===== config.mk =====
export PLATFORM = sky130hd
export DESIGN_NAME = flash_seq_status
export DESIGN_NICKNAME = d
export VERILOG_FILES = /design/src/rtl/flash_seq_pkg.sv /design/src/rtl/flash_seq_ctrl.sv /design/src/rtl/flash_flag_gen.sv /design/src/rtl/flash_array.sv /design/src/rtl/flash_seq_status.sv
export SDC_FILE = /design/constraint.sdc
export NUM_CORES = 2
export LEC_CHECK = 0
export BUFFER_PORTS_ARGS = -buffer_cell sky130_fd_sc_hd__buf_2
export CELL_PAD_IN_SITES_DETAIL_PLACEMENT = 1
export CELL_PAD_IN_SITES_GLOBAL_PLACEMENT = 1
export CORE_MARGIN = 2
export CORE_UTILIZATION = 54
export CTS_CLUSTER_DIAMETER = 150
export DETAILED_ROUTE_END_ITERATION = 7
export PLACE_DENSITY_LB_ADDON = 0.1
export SYNTH_ARGS = -nofsm -noshare
export SYNTH_HDL_FRONTEND = slang
export SYNTH_SLANG_ARGS = --single-unit

===== constraint.sdc =====
create_clock -name clk_i -period 6.2 [get_ports clk_i]
set_input_delay 0.31 -clock clk_i [delete_from_list [all_inputs] [get_ports clk_i]]
set_output_delay 0.31 -clock clk_i [all_outputs]
set_load 0.005 [all_outputs]

===== src/rtl/flash_seq_pkg.sv =====
package flash_seq_pkg;
  typedef enum logic [1:0] {
    ST_IDLE  = 2'd0,
    ST_BUSY  = 2'd1,
    ST_ABORT = 2'd2
  } seq_st_e;

  localparam logic [1:0] SZ_BYTE = 2'd0;
  localparam logic [1:0] SZ_HALF = 2'd1;

  // status byte bit positions
  localparam int FB_POLL  = 7;
  localparam int FB_TGL   = 6;
  localparam int FB_TMO   = 5;
  localparam int FB_SETUP = 3;
  localparam int FB_TGL2  = 2;
endpackage


===== src/rtl/flash_seq_ctrl.sv =====
module flash_seq_ctrl
  import flash_seq_pkg::*;
#(
  parameter int PROG_CYCLES    = 8,
  parameter int ERASE_CYCLES   = 16,
  parameter int SETUP_CYCLES   = 4,
  parameter int TIMEOUT_CYCLES = 24,
  parameter int ABORT_CYCLES   = 4,
  parameter int CW             = 6
) (
  input  logic clk_i,
  input  logic rst_ni,
  input  logic cmd_valid_i,
  input  logic cmd_erase_i,
  input  logic stall_i,
  output logic rdy_o,
  output logic accept_o,
  output logic commit_o,
  output logic finish_o,
  output logic op_erase_o,
  output logic setup_o,
  output logic tlover_o
);
  seq_st_e         state_q;
  logic [CW-1:0]   prog_cnt_q, elapsed_q, abort_cnt_q;
  logic [CW-1:0]   dur;
  logic            abort_end;

  assign dur       = op_erase_o ? CW'(ERASE_CYCLES) : CW'(PROG_CYCLES);
  assign rdy_o     = (state_q == ST_IDLE);
  assign accept_o  = cmd_valid_i && rdy_o;
  assign commit_o  = (state_q == ST_BUSY) && !stall_i && (prog_cnt_q == dur - CW'(1));
  assign abort_end = (state_q == ST_ABORT) && (abort_cnt_q == CW'(ABORT_CYCLES - 1));
  assign finish_o  = commit_o || abort_end;
  assign setup_o   = op_erase_o && (elapsed_q >= CW'(SETUP_CYCLES));

  always_ff @(posedge clk_i or negedge rst_ni) begin
    if (!rst_ni) begin
      state_q     <= ST_IDLE;
      prog_cnt_q  <= '0;
      elapsed_q   <= '0;
      abort_cnt_q <= '0;
      op_erase_o  <= 1'b0;
      tlover_o    <= 1'b0;
    end else begin
      unique case (state_q)
        ST_IDLE: if (accept_o) begin
          state_q    <= ST_BUSY;
          prog_cnt_q <= '0;
          elapsed_q  <= '0;
          op_erase_o <= cmd_erase_i;
          tlover_o   <= 1'b0;
        end
        ST_BUSY: begin
          elapsed_q <= elapsed_q + CW'(1);
          if (!stall_i) prog_cnt_q <= prog_cnt_q + CW'(1);
          if (commit_o) begin
            state_q <= ST_IDLE;
          end else if (elapsed_q == CW'(TIMEOUT_CYCLES - 1)) begin
            state_q     <= ST_ABORT;
            abort_cnt_q <= '0;
            tlover_o    <= 1'b1;
          end
        end
        ST_ABORT: begin
          abort_cnt_q <= abort_cnt_q + CW'(1);
          if (abort_end) state_q <= ST_IDLE;
        end
        default: state_q <= ST_IDLE;
      endcase
    end
  end
endmodule


===== src/rtl/flash_flag_gen.sv =====
module flash_flag_gen
  import flash_seq_pkg::*;
(
  input  logic       clk_i,
  input  logic       rst_ni,
  input  logic       start_i,
  input  logic       op_erase_i,
  input  logic       poll_bit_i,
  input  logic       tlover_i,
  input  logic       setup_i,
  input  logic       flag_rd_i,
  output logic [7:0] flag_o
);
  logic tgl_q, tgl2_q;

  always_ff @(posedge clk_i or negedge rst_ni) begin
    if (!rst_ni) begin
      tgl_q  <= 1'b0;
      tgl2_q <= 1'b0;
    end else if (start_i) begin
      tgl_q  <= 1'b0;
      tgl2_q <= 1'b0;
    end else if (flag_rd_i) begin
      tgl_q <= ~tgl_q;
      if (op_erase_i) tgl2_q <= ~tgl2_q;
    end
  end

  always_comb begin
    flag_o           = '0;
    flag_o[FB_POLL]  = op_erase_i ? 1'b0 : ~poll_bit_i;
    flag_o[FB_TGL]   = tgl_q;
    flag_o[FB_TMO]   = tlover_i;
    flag_o[FB_SETUP] = setup_i;
    flag_o[FB_TGL2]  = tgl2_q;
  end
endmodule


===== src/rtl/flash_array.sv =====
module flash_array #(
  parameter int DEPTH = 64,
  parameter int AW    = $clog2(DEPTH)
) (
  input  logic          clk_i,
  input  logic          rst_ni,
  input  logic          start_i,
  input  logic [AW-1:0] cmd_addr_i,
  input  logic [7:0]    cmd_data_i,
  input  logic          commit_i,
  input  logic          op_erase_i,
  input  logic [AW-1:0] rd_addr_i,
  input  logic [1:0]    rd_size_i,
  output logic [31:0]   rd_word_o,
  output logic [7:0]    pend_data_o
);
  logic [7:0]    mem_q [DEPTH];
  logic [AW-1:0] pend_addr_q;
  logic [AW-1:0] base;
  logic [2:0]    nbytes;

  always_comb begin
    unique case (rd_size_i)
      2'd0:    begin base = rd_addr_i;                        nbytes = 3'd1; end
      2'd1:    begin base = rd_addr_i & ~AW'(1);              nbytes = 3'd2; end
      default: begin base = rd_addr_i & ~AW'(3);              nbytes = 3'd4; end
    endcase
  end

  for (genvar g = 0; g < 4; g++) begin : g_lane
    assign rd_word_o[8*g +: 8] = (3'(g) < nbytes) ? mem_q[base + AW'(g)] : 8'h00;
  end

  always_ff @(posedge clk_i or negedge rst_ni) begin
    if (!rst_ni) begin
      pend_addr_q <= '0;
      pend_data_o <= '0;
      for (int i = 0; i < DEPTH; i++) mem_q[i] <= 8'hFF;
    end else begin
      if (start_i) begin
        pend_addr_q <= cmd_addr_i;
        pend_data_o <= cmd_data_i;
      end
      if (commit_i) begin
        if (op_erase_i) begin
          for (int i = 0; i < DEPTH; i++) mem_q[i] <= 8'hFF;
        end else begin
          mem_q[pend_addr_q] <= pend_data_o;
        end
      end
    end
  end
endmodule


===== src/rtl/flash_seq_status.sv =====
module flash_seq_status
  import flash_seq_pkg::*;
#(
  parameter int DEPTH          = 64,
  parameter int PROG_CYCLES    = 8,
  parameter int ERASE_CYCLES   = 16,
  parameter int SETUP_CYCLES   = 4,
  parameter int TIMEOUT_CYCLES = 24,
  parameter int ABORT_CYCLES   = 4,
  localparam int AW            = $clog2(DEPTH)
) (
  input  logic          clk_i,
  input  logic          rst_ni,
  input  logic          prog_mode_i,
  input  logic          stall_i,
  input  logic          cmd_valid_i,
  input  logic          cmd_erase_i,
  input  logic [AW-1:0] cmd_addr_i,
  input  logic [7:0]    cmd_data_i,
  input  logic          rd_i,
  input  logic [1:0]    rd_size_i,
  input  logic [AW-1:0] rd_addr_i,
  input  logic          st_we_i,
  input  logic          st_ien_i,
  input  logic          st_clr_i,
  output logic          rdy_o,
  output logic          irq_o,
  output logic [3:0]    status_o,
  output logic          rvalid_o,
  output logic [31:0]   rdata_o
);
  localparam int CW = $clog2(TIMEOUT_CYCLES + ABORT_CYCLES + 1) + 1;

  logic        accept, commit, finish, op_erase, setup_done, tlover;
  logic        flag_sel;
  logic [7:0]  flag_byte, pend_data;
  logic [31:0] arr_word;
  logic        int_flag_q, ien_q;

  flash_seq_ctrl #(
    .PROG_CYCLES   (PROG_CYCLES),
    .ERASE_CYCLES  (ERASE_CYCLES),
    .SETUP_CYCLES  (SETUP_CYCLES),
    .TIMEOUT_CYCLES(TIMEOUT_CYCLES),
    .ABORT_CYCLES  (ABORT_CYCLES),
    .CW            (CW)
  ) u_ctrl (
    .clk_i      (clk_i),
    .rst_ni     (rst_ni),
    .cmd_valid_i(cmd_valid_i),
    .cmd_erase_i(cmd_erase_i),
    .stall_i    (stall_i),
    .rdy_o      (rdy_o),
    .accept_o   (accept),
    .commit_o   (commit),
    .finish_o   (finish),
    .op_erase_o (op_erase),
    .setup_o    (setup_done),
    .tlover_o   (tlover)
  );

  flash_array #(.DEPTH(DEPTH), .AW(AW)) u_array (
    .clk_i      (clk_i),
    .rst_ni     (rst_ni),
    .start_i    (accept),
    .cmd_addr_i (cmd_addr_i),
    .cmd_data_i (cmd_data_i),
    .commit_i   (commit),
    .op_erase_i (op_erase),
    .rd_addr_i  (rd_addr_i),
    .rd_size_i  (rd_size_i),
    .rd_word_o  (arr_word),
    .pend_data_o(pend_data)
  );

  // status byte only for odd byte or any half-word read while busy in prog mode
  assign flag_sel = rd_i && prog_mode_i && !rdy_o &&
                    ((rd_size_i == SZ_HALF) || ((rd_size_i == SZ_BYTE) && rd_addr_i[0]));

  flash_flag_gen u_flag (
    .clk_i     (clk_i),
    .rst_ni    (rst_ni),
    .start_i   (accept),
    .op_erase_i(op_erase),
    .poll_bit_i(pend_data[7]),
    .tlover_i  (tlover),
    .setup_i   (setup_done),
    .flag_rd_i (flag_sel),
    .flag_o    (flag_byte)
  );

  always_ff @(posedge clk_i or negedge rst_ni) begin
    if (!rst_ni) begin
      rvalid_o <= 1'b0;
      rdata_o  <= '0;
    end else begin
      rvalid_o <= rd_i;
      if (rd_i) rdata_o <= flag_sel ? {24'h0, flag_byte} : arr_word;
    end
  end

  always_ff @(posedge clk_i or negedge rst_ni) begin
    if (!rst_ni) begin
      int_flag_q <= 1'b0;
      ien_q      <= 1'b0;
    end else begin
      if (st_we_i) ien_q <= st_ien_i;
      if (finish)                   int_flag_q <= 1'b1;
      else if (st_we_i && st_clr_i) int_flag_q <= 1'b0;
    end
  end

  assign irq_o    = int_flag_q && ien_q;
  assign status_o = {tlover, ien_q, int_flag_q, rdy_o};
endmodule


# After elaboration in Yosys (flattened, before gate mapping)
# Index checks and enable logic that the tools add are counted.
# totals
regBits,585
out_inout_bits,39
wordCells,194
# op_classes
reduce_logical,30
magnitude_cmp,11
n_mux,48
addsub,7
bitwise,8
eq_ne,12
# op_table
op,count
bitwise mux 512 bit,1
two-way mux 512 bit,1
binary-select mux 8 bit (select 6 bit),4
two-way mux 8 bit,13
demux 8 bit (select 6 bit),1
one-hot mux 6 bit (2 select lines),3
>= comparator 7 bit (second input constant),5
NOT 6 -> 7 bit,5
two-way mux 32 bit,1
adder 6 x 1 -> 6 bit (second input constant),4
two-way mux 6 bit,4
adder 6 x 2 -> 6 bit (second input constant),2
logical AND 1 bit,12
two-way mux 1 bit,11
nonzero test 2 bit,5
AND reduction 3 bit,3
two-way mux 2 bit,4
< comparator 7 x 1 -> 1 bit (second input constant),1
equality test 6 x 2 -> 1 bit (second input constant),1
equality test 6 x 5 -> 1 bit (second input constant),1
equality test 6 bit,1
>= comparator 6 x 3 -> 1 bit (second input constant),1
< comparator 1 x 3 -> 1 bit (first input constant),2
< comparator 2 x 3 -> 1 bit (first input constant),2
other kinds (17),28

# Depth between registers and ports, before layout
# logic_depth
ltp_word,9
ltp_mapped,21
depth_no_buf,13

# Cells and area by module
# A second synthesis with hierarchy kept.
# unflattened
cells_unflattened,3558
area_unflattened_um2,39178.8
# modules_own_cells
mod,seq_area_each_um2,instances,area_each_um2,cells_each
flash_array,13803.2,1,36485.0,3318
flash_seq_status,875.8,1,1422.6,114
flash_seq_ctrl,550.5,1,1122.3,110
flash_flag_gen,50.0,1,148.9,16

# Worst setup path after synthesis
# No wires, ideal clock.
# synth_path
path_type,input port to flip-flop
start,input port rd_size_i[1]
end,register rdata_o[27]
slack_ns,1.890
path_buffers,9
t_required_ns,6.054
stages,21
arrival_time_ns,4.164
path_cell_list,buf_6 -> nor2_1 -> inv_1 -> ha_1 -> buf_2 -> nor3b_4 -> inv_2 -> buf_2 -> buf_1 -> clkbuf_1 -> clkbuf_1 -> ha_1 -> xnor2_1 -> buf_1 -> buf_1 -> buf_2 -> mux4_2 -> nand2_1 -> nand3_1 -> nand3_1 -> o221ai_1
# synth_via
elab_chain_len,9
elab_cells_between_ends,15
cone_classes,add/sub: 1; order compare: 1; eq/ne: 1; mux: 7; bitwise: 1; reduce/logical: 4
# synth_rtl
element,line,rtl
from (decl),flash_seq_status.sv:21,"input logic [1:0] rd_size_i,"
equality test 2 x 1 -> 1 bit / logical NOT 2 bit (equally long branches),"flash_array.sv:23, flash_seq_status.sv:78",
one-hot mux 2 bit (2 select lines),flash_array.sv:23,unique case (rd_size_i)
adder 6 x 2 -> 6 bit,flash_array.sv:31,assign rd_word_o[8*g +: 8] = (3'(g) < nbytes) ? mem_q[base + AW'(g)] : 8'h00;
NOT 6 -> 7 bit (implied by the code),flash_array.sv:31,
binary-select mux 8 bit (select 6 bit),flash_array.sv:31,
two-way mux 8 bit (implied by the code) (2 in series),flash_array.sv:31,
two-way mux 8 bit,flash_array.sv:31,
two-way mux 32 bit *,flash_seq_status.sv:98,"if (rd_i) rdata_o <= flag_sel ? {24'h0, flag_byte} : arr_word;"
to (signal assigned),flash_seq_status.sv:98,
to (decl),flash_seq_status.sv:30,output logic [31:0] rdata_o
# Mark *: on every way between the ends. The rest lies on a longest branch, timed or not. The select of a mux whose other input is x is not followed.
# A chain may end at the register's enable or synchronous reset.

# Worst setup path after layout
# layout_path
start,input port rd_size_i[1]
end,register rdata_o[12]
# layout_via
elab_chain_len,9
elab_cells_between_ends,15
cone_classes,add/sub: 1; order compare: 1; eq/ne: 1; mux: 7; bitwise: 1; reduce/logical: 4
# layout_rtl
element,line
equality test 2 x 1 -> 1 bit / logical NOT 2 bit (equally long branches),"flash_array.sv:23, flash_seq_status.sv:78"
one-hot mux 2 bit (2 select lines),flash_array.sv:23
adder 6 x 1 -> 6 bit,flash_array.sv:31
NOT 6 -> 7 bit (implied by the code),flash_array.sv:31
binary-select mux 8 bit (select 6 bit),flash_array.sv:31
two-way mux 8 bit (implied by the code) (2 in series),flash_array.sv:31
two-way mux 8 bit,flash_array.sv:31
two-way mux 32 bit *,flash_seq_status.sv:98
# Marks and branches as above.

==> run_results.csv <==
group,metric,value,unit
outcome,run_status,"finished clean",
global_route,grt_first_pass_wirelength,266.2,mm
sta,final.min_clock_period,4443,ps
final_layout,fillers,7999,
synthesis,synthDistinctLibCells,86,
setup_path,timing.critical_path.from_type,"input port",
synthesis,ys_async_sr_fraction,1.000,
synthesis,synth.yosys.warnings,0,
synthesis,ys_top_cells_by_area,"sky130_fd_sc_hd__dfstp_2 (35%), sky130_fd_sc_hd__mux4_2 (14%), sky130_fd_sc_hd__a21oi_1 (9.4%), sky130_fd_sc_hd__mux2i_1 (6.7%), sky130_fd_sc_hd__nor2_1 (6.5%)",
sta,post-route-period-util,0.7166,
sta,fin_worst_skew,27.99,ps
clock_network,clock-root-buffer,"sky130_fd_sc_hd__clkbuf_16",
sta,max_freq,225.1,MHz
synthesis,netlist.top_cell.by_area,"sky130_fd_sc_hd__dfstp_2",
sta,tns,0,ps
setup_path,worstReg2RegStart,"u_ctrl.state_q[0]$_DFFE_PN0P_",
synthesis,synth_enable_flop_cells,0,
synthesis,synth_nets,4217,
min_path,holdCritPathClass,"in -> reg",
clock_network,cts_hold_repair.buffers,20,
die,floorplan.initialDensity,0.5430,
global_route,track_usage,0.4978,
die,core,71240,um^2
clock_network,cts_tree,"built",
detailed_routing,detail_route.iter0.violations,5930,
global_route,grt_start_max_net_pins,178,
global_route,globalRoute.totalOverflow,0,
sta,worst_slew_margin_rel,0.1282,
synthesis,synthesis.instances,4178,
sta,measured_slew_at_the_worst_slew_check_pin,1303,ps
final_layout,finalInstanceArea,42330,um^2
sta,timing.final.hold_violations,0,
setup_path,worst_path_max_delay_cell,"sky130_fd_sc_hd__o21ai_2",
min_path,worst_hold_startpoint,"stall_i",
clock_network,ctsResizeCount,0,
detailed_routing,dr_total_vias,38159,
clock_network,max_h_tree_level,3,
place,dp_hpwl,127.4,mm
synthesis,synth_top_cell_area_share,0.3478,
min_path,min_delay_worst_endpoint,"int_flag_q$_DFFE_PN0P_",
die,die_y,271.7,um
power,irDropWorstVdd,0.5661,mV
final_layout,syn2layout_area_growth,9.435,%
detailed_routing,drt-pass1-iter-count,6,
clock_network,cts.path.max_buffers,3,
min_path,worstHoldPathCells,4,
detailed_routing,route.final.wire_length,185.3,mm
synthesis,synthMostInstantiatedCell,"sky130_fd_sc_hd__a21oi_1",
die,fp-row-count,98,
setup_path,end_kind,"register",
setup_path,r2r_cells,9,
synthesis,synth_commonest_cells,"sky130_fd_sc_hd__a21oi_1 (729), sky130_fd_sc_hd__nor2_1 (666), sky130_fd_sc_hd__nand2_1 (533), sky130_fd_sc_hd__dfstp_2 (512), sky130_fd_sc_hd__mux2i_1 (259)",
place,io_buffer_count,70,
sta,drv_slew,0,
synthesis,synth.yosys.seq_area_share,0.3950,
final_layout,multiInputGateArea,21780,um^2
final_layout,area.sequential,15280,um^2
die,dieWidth,271.7,um
clock_network,clk_latency,650,ps
synthesis,synthesis.area_per_instance,9.259,um^2
detailed_routing,ant_nets,0,
final_layout,post_route_cells_drive_above_1_share,0.2731,
setup_path,timing.critical_path.cells,"buf_2 > nor2_1 > inv_1 > ha_1 > nor3b_4 > inv_4 > o21ai_2 > nand2_2 > mux2i_1 > mux4_2 > a211oi_1 > buf_4 > a221o_1",
sta,finalSetupViolCount,0,
detailed_routing,drcViolationCount,0,
synthesis,post_synth_design_cell_area,38680,um^2
die,die-area,73790,um^2
power,cellLeakagePower,16.48,nW
global_route,first_global_vias,36784,
power,power_per_cell_area,443.2,nW/um^2
job,drv.max_cap_violation_count,0,
global_route,antenna_found_initial,17,
setup_path,cp_max_fo,43,
clock_network,clkTransAtPathRegs,60,ps
setup_path,setup.reg_to_reg.worst_slack,2310,ps
setup_path,critical_path.max_stage_delay,650,ps
setup_path,crit_path_class,"in -> reg",
setup_path,timing.critical_path.arrival,5020,ps
clock_network,clkSinkCount,585,
clock_network,cts_buffers,69,
setup_path,critPathRequiredTime,6780,ps
clock_network,number_of_buffers_inserted_by_post_cts_setup_repair,0,
sta,unrepaired_setup_endpoints_after_global_routing,"false",
final_layout,finalNetCount,4141,
place,placedInstanceArea,39830,um^2
synthesis,synthFlopType,"sky130_fd_sc_hd__dfstp_2",
detailed_routing,detail_route.vias_per_cell,7.462,
synthesis,synth.ff_latch_count,585,
place,place.gp.congestion,1.092,
die,ios,71,
detailed_routing,drt-wirelength-per-cell,36.23,um
setup_path,timing.rr.end,"rdata_o[12]$_DFFE_PN0P_",
cells in the final DEF (no fill, tap or decap), drive strengths merged, types with 10 or more instances in the layout:
| master | count |
|---|---|
| inv | 25 |
| o32ai | 10 |
| and3 | 41 |
| nand2b | 12 |
| o211ai | 12 |
| nor2b | 22 |
| a211oi | 38 |
| nand3 | 117 |
| dlygate4sd3 | 20 |
| clkinv | 18 |
| diode | 12 |
| a21oi | 729 |
| o22ai | 31 |
| dfstp | 512 |
| a221oi | 16 |
| a31oi | 38 |
| and2 | 14 |
| nor2 | 667 |
| buf | 205 |
| a32oi | 11 |
| dfrtp | 73 |
| a22oi | 43 |
| o221ai | 20 |
| a311o | 13 |
| a311oi | 23 |
| a211o | 10 |
| mux2 | 19 |
| mux2i | 259 |
| nand2 | 533 |
| mux4 | 239 |
| xor2 | 11 |
| nor3 | 35 |
| nand4 | 23 |
| o21ai | 76 |
| clkbuf | 90 |
critical path, delay by kind of cell:
| kind | cells | cell delay [ps] |
|---|---|---|
| adders and majority gates | 1 | 320 |
| buffers and inverters | 4 | 860 |
| AOI/OAI and AO/OA | 3 | 1320 |
| muxes | 2 | 810 |
| and+or+nand+nor | 3 | 1330 |
logic make-up (layout without fill, tap and decap cells):
group	count (synthesis)	count (layout)	share of synthesized area
XOR/XNOR	18	18	0.004949
other	0	12	0
AO/OA/AOI/OAI	1140	1140	0.1733
buffers and inverters	390	364	0.04599
multiplexers	517	517	0.2119
adder cells (fa/ha/maj)	7	7	0.002264
AND/OR/NAND/NOR	1521	1521	0.1666
flip-flops	585	585	0.3950
flip-flops by register name (all words and copies together) (netlist names):
signal,cells
ien_q,1
int_flag_q,1
rdata_o,32
rvalid_o,1
u_array.mem_q,512
u_array.pend_addr_q,6
u_array.pend_data_o,8
u_ctrl.abort_cnt_q,6
u_ctrl.elapsed_q,6
u_ctrl.op_erase_o,1
u_ctrl.prog_cnt_q,6
u_ctrl.state_q,2
u_ctrl.tlover_o,1
u_flag.tgl2_q,1
u_flag.tgl_q,1
through the flow:
step | utilization | std cells | hold slack (ps) | total power [W] | setup slack, ps
detailed placement | 0.5591 | 4961 | 262.0 | 0.01396 | 1330
global placement | 0.5591 | 4961 | 259.1 | 0.01367 | 1413
global route | 0.5938 | 5103 | 84.56 | 0.01926 | 1727
floorplan | - | 4178 | 14.41 | 0.01102 | 1890
CTS | 0.5938 | 5102 | 47.56 | 0.01827 | 1982
finish | 0.5942 | 5114 | 86.61 | 0.01876 | 1757
power breakdown:
part / total [W] / leakage [nW] / internal, W / switching (W)
clock: 0.00424 / 1.13 / 0.00239 / 0.00185
sequential: 0.00783 / 6.25 / 0.00586 / 0.00197
combinational: 0.00669 / 9.09 / 0.00246 / 0.00422
worst max path at each step:
| stage | startpoint | to | slack (ps) | cells after the start |
|---|---|---|---|---|
| floorplan | rd_size_i[1] | rdata_o[27]$_DFFE_PN0P_ | 1890 | 21 |
| global placement | rd_size_i[1] | rdata_o[12]$_DFFE_PN0P_ | 1410 | 10 |
| detailed placement | rd_size_i[1] | rdata_o[12]$_DFFE_PN0P_ | 1330 | 10 |
| CTS | rd_size_i[1] | rdata_o[12]$_DFFE_PN0P_ | 1980 | 10 |
| global route | rd_size_i[1] | rdata_o[11]$_DFFE_PN0P_ | 1730 | 13 |
| finish | rd_size_i[1] | rdata_o[12]$_DFFE_PN0P_ | 1760 | 13 |
layer usage:
| layer | GRT usage | vias up | wire length (um) |
|---|---|---|---|
| li1 | - | 15111 | - |
| met1 | 0.6649 | 19438 | 68740 |
| met2 | 0.6892 | 2994 | 75860 |
| met3 | 0.2137 | 600 | 29480 |
| met4 | 0.2499 | 16 | 11110 |
| met5 | 0.001284 | - | 103 |
area by class of cell:
| cell class | count | area share |
|---|---|---|
| Multi-Input combinational cell | 3203 | 0.5145 |
| Clock buffer | 90 | 0.04572 |
| Tap cell | 950 | 0.02808 |
| Antenna cell | 12 | 0.0007093 |
| Sequential cell | 585 | 0.3610 |
| Clock inverter | 31 | 0.007891 |
| Inverter | 18 | 0.002039 |
| Timing Repair Buffer | 225 | 0.04005 |
Power figures use the tool's default switching activity.
